<file path="src/rtl/aux_hyst_pkg.sv">
package aux_hyst_pkg;
  localparam int unsigned LOAD_W = 7;
  localparam int unsigned CNT_W  = 16;
  localparam int unsigned MAX_PCT = 100;

  typedef logic [LOAD_W-1:0] pct_t;
  typedef logic [CNT_W-1:0]  win_t;

  function automatic pct_t clamp_pct(input pct_t v);
    return (v > pct_t'(MAX_PCT)) ? pct_t'(MAX_PCT) : v;
  endfunction
endpackage

</file>
<file path="src/rtl/aux_sync_2ff.sv">
module aux_sync_2ff #(
  parameter int unsigned STAGES = 2
) (
  input  logic clk_i,
  input  logic rst_ni,
  input  logic d_i,
  output logic q_o
);
  logic [STAGES-1:0] sr_q;

  always_ff @(posedge clk_i or negedge rst_ni) begin
    if (!rst_ni) sr_q <= '0;
    else         sr_q <= {sr_q[STAGES-2:0], d_i};
  end

  assign q_o = sr_q[STAGES-1];
endmodule

</file>
<file path="src/rtl/aux_win_cnt.sv">
module aux_win_cnt #(
  parameter int unsigned CNT_W = 16
) (
  input  logic             clk_i,
  input  logic             rst_ni,
  input  logic             clr_i,
  input  logic             load_i,
  input  logic             dec_i,
  input  logic [CNT_W-1:0] len_i,
  output logic [CNT_W-1:0] cnt_o,
  output logic             zero_o
);
  logic [CNT_W-1:0] cnt_q;

  always_ff @(posedge clk_i or negedge rst_ni) begin
    if (!rst_ni)           cnt_q <= '0;
    else if (clr_i)        cnt_q <= '0;
    else if (load_i)       cnt_q <= len_i;
    else if (dec_i && cnt_q != '0) cnt_q <= cnt_q - 1'b1;
  end

  assign cnt_o  = cnt_q;
  assign zero_o = (cnt_q == '0);
endmodule

</file>
<file path="src/rtl/aux_load_cmp.sv">
module aux_load_cmp
  import aux_hyst_pkg::*;
(
  input  pct_t load_i,
  input  pct_t thr_i,
  output pct_t load_c_o,
  output logic below_o
);
  assign load_c_o = clamp_pct(load_i);
  assign below_o  = (load_c_o < thr_i);
endmodule

</file>
<file path="src/rtl/aux_reg_hyst_ctrl.sv">
module aux_reg_hyst_ctrl
  import aux_hyst_pkg::*;
#(
  parameter int unsigned SYNC_STAGES = 2
) (
  input  logic              clk_i,
  input  logic              rst_ni,
  input  logic              en_i,
  input  logic              ovl_req_i,
  input  logic [LOAD_W-1:0] load_i,
  input  logic              load_vld_i,
  input  logic [LOAD_W-1:0] thr_i,
  input  logic [CNT_W-1:0]  win_len_i,
  output logic              aux_en_o,
  output logic              meas_req_o
);
  logic ovl_s;
  logic hold_q;
  logic below, cnt_zero, rel_ok;
  logic cnt_clr, cnt_load, cnt_dec;
  pct_t load_c;
  win_t cnt;

  aux_sync_2ff #(.STAGES(SYNC_STAGES)) u_sync (
    .clk_i (clk_i),
    .rst_ni(rst_ni),
    .d_i   (ovl_req_i),
    .q_o   (ovl_s)
  );

  aux_load_cmp u_cmp (
    .load_i  (load_i),
    .thr_i   (thr_i),
    .load_c_o(load_c),
    .below_o (below)
  );

  // release condition: window expired and a valid low sample
  assign rel_ok   = hold_q && cnt_zero && load_vld_i && below;
  assign cnt_clr  = !en_i;
  assign cnt_load = en_i && ((!hold_q && ovl_s) || (rel_ok && ovl_s));
  assign cnt_dec  = en_i && hold_q;

  aux_win_cnt #(.CNT_W(CNT_W)) u_win (
    .clk_i (clk_i),
    .rst_ni(rst_ni),
    .clr_i (cnt_clr),
    .load_i(cnt_load),
    .dec_i (cnt_dec),
    .len_i (win_len_i),
    .cnt_o (cnt),
    .zero_o(cnt_zero)
  );

  always_ff @(posedge clk_i or negedge rst_ni) begin
    if (!rst_ni)                 hold_q <= 1'b0;
    else if (!en_i)              hold_q <= 1'b0;
    else if (!hold_q && ovl_s)   hold_q <= 1'b1;
    else if (rel_ok && !ovl_s)   hold_q <= 1'b0;
  end

  // fast path: analog request bypasses all clocked logic
  assign aux_en_o   = ovl_req_i | (en_i & hold_q);
  assign meas_req_o = en_i & hold_q;
endmodule

</file>
<file path="config.mk">
export PLATFORM = sky130hd
export DESIGN_NAME = aux_reg_hyst_ctrl
export DESIGN_NICKNAME = d
export VERILOG_FILES = /design/src/rtl/aux_hyst_pkg.sv /design/src/rtl/aux_sync_2ff.sv /design/src/rtl/aux_win_cnt.sv /design/src/rtl/aux_load_cmp.sv /design/src/rtl/aux_reg_hyst_ctrl.sv
export SDC_FILE = /design/constraint.sdc
export NUM_CORES = 1
export LEC_CHECK = 0
export BUFFER_PORTS_ARGS = -buffer_cell sky130_fd_sc_hd__buf_2
export CELL_PAD_IN_SITES_DETAIL_PLACEMENT = 0
export CELL_PAD_IN_SITES_GLOBAL_PLACEMENT = 1
export CORE_UTILIZATION = 25
export DETAILED_ROUTE_END_ITERATION = 16
export GPL_TIMING_DRIVEN = 0
export HOLD_SLACK_MARGIN = 0.12
export PLACE_DENSITY = 0.6
export SYNTH_ARGS = -nofsm -noshare
export SYNTH_HDL_FRONTEND = slang
export SYNTH_SLANG_ARGS = --single-unit
</file>
<file path="constraint.sdc">
create_clock -name clk_i -period 2.25 [get_ports clk_i]
set_input_delay 0.1125 -clock clk_i [delete_from_list [all_inputs] [get_ports clk_i]]
set_output_delay 0.1125 -clock clk_i [all_outputs]
set_load 0.005 [all_outputs]
</file>
==> flow_metrics.env <==
export IMPL_status="finished, final reports clean"
export IMPL_reg2reg_to="u_win.cnt_o[3]"
export IMPL_slew_headroom_pct=65.1
export IMPL_yosys_mux_area_fraction_pct=0
export IMPL_max_vdd_ir_drop_uv=239
export IMPL_drt_iter0_drc=75
export IMPL_slew_violations=0
export IMPL_worstPathMaxFanout=7
export IMPL_min_path_type="input pin to flop"
export IMPL_worstReg2RegStart="u_win.cnt_o[0]"
export IMPL_avgRoutedWirePerCell_microns=14.9
export IMPL_total_power_w=0.00122
export IMPL_clockBufferDepth=2
export IMPL_synth_simple_gate_area_share_pct=26.5
export IMPL_leakagePower_nw=0.979
export IMPL_drc=0
export IMPL_globalplace_congestion=0.814
export IMPL_wl_met2_microns=2230
export IMPL_worstMarginPinSlew_ns=0.523
export IMPL_syn_inst=193
export IMPL_max_stage_delay_ns=0.38
export IMPL_grt_pass1_vias=1612
export IMPL_dp_cells=304
export IMPL_hold_viol_final=0
export IMPL_drt_first_pass_iters=5
export IMPL_synth_top_area_cell="dfrtp_1"
export IMPL_grt_first_pass_wirelength_microns=7840
export IMPL_grtUsageTotal_pct=15.8
export IMPL_cts_tree="built"
export IMPL_antenna_left=0
export IMPL_critPathTopFamily="compound AO/OA/AOI/OAI gates"
export IMPL_crit_arrival_ns=2.26
export IMPL_floorplan_core_area_sq_mm=0.00589
export IMPL_dp_hpwl_microns=3540
export IMPL_synth_top_area_share_pct=31.4
export IMPL_die_area_sq_mm=0.00638
export IMPL_critPathLaunchType="input pin"
export IMPL_setup_violations=0
export IMPL_grt_max_degree=20
export IMPL_synth_edf_count=0
export IMPL_stdcell_count=327
export IMPL_wl_microns=4860
export IMPL_cts_root_buf="clkbuf_8"
export IMPL_fp_dieW_microns=79.9
export IMPL_critical_path_class="input pin to flop"
export IMPL_seq_area_frac_synth_pct=31.4
export IMPL_hold_path_end="u_win.cnt_o[0]"
export IMPL_fin_crit_ns=2.12
export IMPL_drive_gt1_share_pct=27.8
export IMPL_syn_num_nets=235
export IMPL_clk_pin_slew_ns=0.08
export IMPL_critPathRequiredTime_ns=2.39
export IMPL_finalClockSkew_ns=0.00446
export IMPL_r2r_slack_ns=0.14
export IMPL_synth_top_family_by_area="compound AO/OA/AOI/OAI gates"
export IMPL_antenna_found_initial=0
export IMPL_cts_buffers=3
export IMPL_fp_row_count=28
export IMPL_clock_sinks=19
export IMPL_hold_ws_ns=0.126
export IMPL_routed_wl_met3_microns=229
export IMPL_finalCritPeriodShare_pct=94.3
export IMPL_synth_distinct_cells=48
export IMPL_final_common_cell="buf_2"
export IMPL_synth_ff_type="dfrtp_1"
export IMPL_area_growth_pct=41.3
export IMPL_h_tree_depth=1
export IMPL_num_vias=1702
export IMPL_avgSynthCellArea_sq_um=7.86
export IMPL_chipHeight_microns=79.9
export IMPL_fmax_ghz=0.471
export IMPL_io_pin_count=37
export IMPL_path_cells="buf_2 -> o311ai_4 -> and2_1 -> ha_1 -> o21ai_2 -> a21oi_2 -> a211oi_4 -> buf_6 -> buf_4 -> nor2_1 -> a311oi_1 -> o22ai_1"
export IMPL_critPathSlowestCell="a211oi_4"
export IMPL_hp_start="win_len_i[0]"
export IMPL_grt_overflow_total=0
export IMPL_ys_ff_latch=19
export IMPL_synth_fa_ha_area_share_pct=5.78
export IMPL_initial_core_util_pct=25.8
export IMPL_synthTopCellsByArea="dfrtp_1 31%, nand2_1 6.2%, ha_1 5.8%"
export IMPL_synth_compound_area_share_pct=30.4
export IMPL_crit_buf_inv=3
export IMPL_maxCapViolations=0
export IMPL_wl_met1_microns=2370
export IMPL_synthArstFlopShare_pct=100
export IMPL_num_antenna_cells=0
export IMPL_syn_cell_area_sq_mm=0.00152
export IMPL_hold_depth=3
export IMPL_synth_xor_area_share_pct=0
export IMPL_end_kind="flop"
export IMPL_synth_warnings=0
export IMPL_powerDensity_mw_per_mm2=572
export IMPL_r2r_cells=10
export IMPL_insertion_delay_ns=0.26
export IMPL_final_cell_mix="36 x buf_2, 25 x nand2_1, 19 x dfrtp_1"
export IMPL_rsz0062_at_grt="false"
export IMPL_viasPerCell=5.20
export IMPL_routed_top_layer="met4"
export IMPL_nets=295
export IMPL_portBuffers=36
==> power by group <==
group	internal, W	leakage, nW	switching (W)
sequential	0.000385	0.248	0.0000605
clock	0.000126	0.0228	0.000124
combinational	0.000220	0.709	0.000309
==> stage by stage <==
stage | util [%] | area [sq um] | TNS (ns) | setup WS, ns
after global routing | 36.4 | 2140 | 0 | 0.000175
after CTS | 34.0 | 2000 | 0 | 0.0400
after global placement | 30.4 | 1790 | -4.92 | -0.439
after floorplan | - | 1520 | 0 | 0.116
final | 36.4 | 2140 | 0 | 0.127
after detailed placement | 30.4 | 1790 | -4.57 | -0.405
==> registers in the layout, summed over array words and instances (netlist names) <==
| name | cells |
|---|---|
| u_win.cnt_o | 16 |
| u_sync.sr_q | 2 |
| hold_q | 1 |
==> cell families (layout without fill, tap and decap cells) <==
kind of cell               Yosys count  after routing
DFF                                 19             19
and+or+nand+nor                     82             82
adders and majority gates            7              7
AOI/OAI and AO/OA                   63             63
buffers and inverters               22             81
==> routing by layer <==
layer	GRT usage [%]	up-vias
met5	0	-
met4	3.39	0
met2	24.5	40
met3	3.43	4
li1	-	843
met1	22.2	815
==> what timing repair did <==
action,4_1_cts,5_1_grt
pin swaps,1,7
cloned,0,0
hold buffers,12,0
gates resized for setup,8,18
setup buffers,1,7
hold endpoints to repair,30,0
endpoints found under the setup margin,15,14
==> worst min-delay path: cells and delay by family <==
kind	cells	cell delay (ns)
AO/OA/AOI/OAI	2	0.15
buffers and inverters	1	0.08
==> synth_stat cells, drive strengths merged, types with 4 or more instances <==
| library cell | n |
|---|---|
| and2 | 5 |
| nand3 | 7 |
| nand2 | 26 |
| clkbuf | 5 |
| o22ai | 5 |
| nor3 | 10 |
| and3 | 4 |
| inv | 15 |
| o21ai | 11 |
| nor2 | 18 |
| a21oi | 8 |
| ha | 7 |
| dfrtp | 19 |
==> worst max path at each step <==
stage | slack (ns) | depth (start not counted) | from | endpoint
finish | 0.13 | 12 | load_i[2] | u_win.cnt_o[5]
global route | 0.0002 | 11 | load_i[2] | u_win.cnt_o[9]
floorplan | 0.12 | 10 | load_i[3] | u_win.cnt_o[14]
CTS | 0.04 | 8 | u_win.cnt_o[0] | u_win.cnt_o[15]
detailed placement | -0.41 | 8 | u_win.cnt_o[0] | u_win.cnt_o[0]
global placement | -0.44 | 8 | u_win.cnt_o[0] | u_win.cnt_o[0]
==> layout make-up <==
cell class,count,area [sq um]
Tap cell,75,93.8
Fill cell,645,3740
Buffer,6,33.8
Inverter,15,56.3
Timing Repair Buffer,56,364
Sequential cell,19,475
Multi-Input combinational cell,152,1070
Clock buffer,4,45.0
Power figures use the tool's default switching activity.
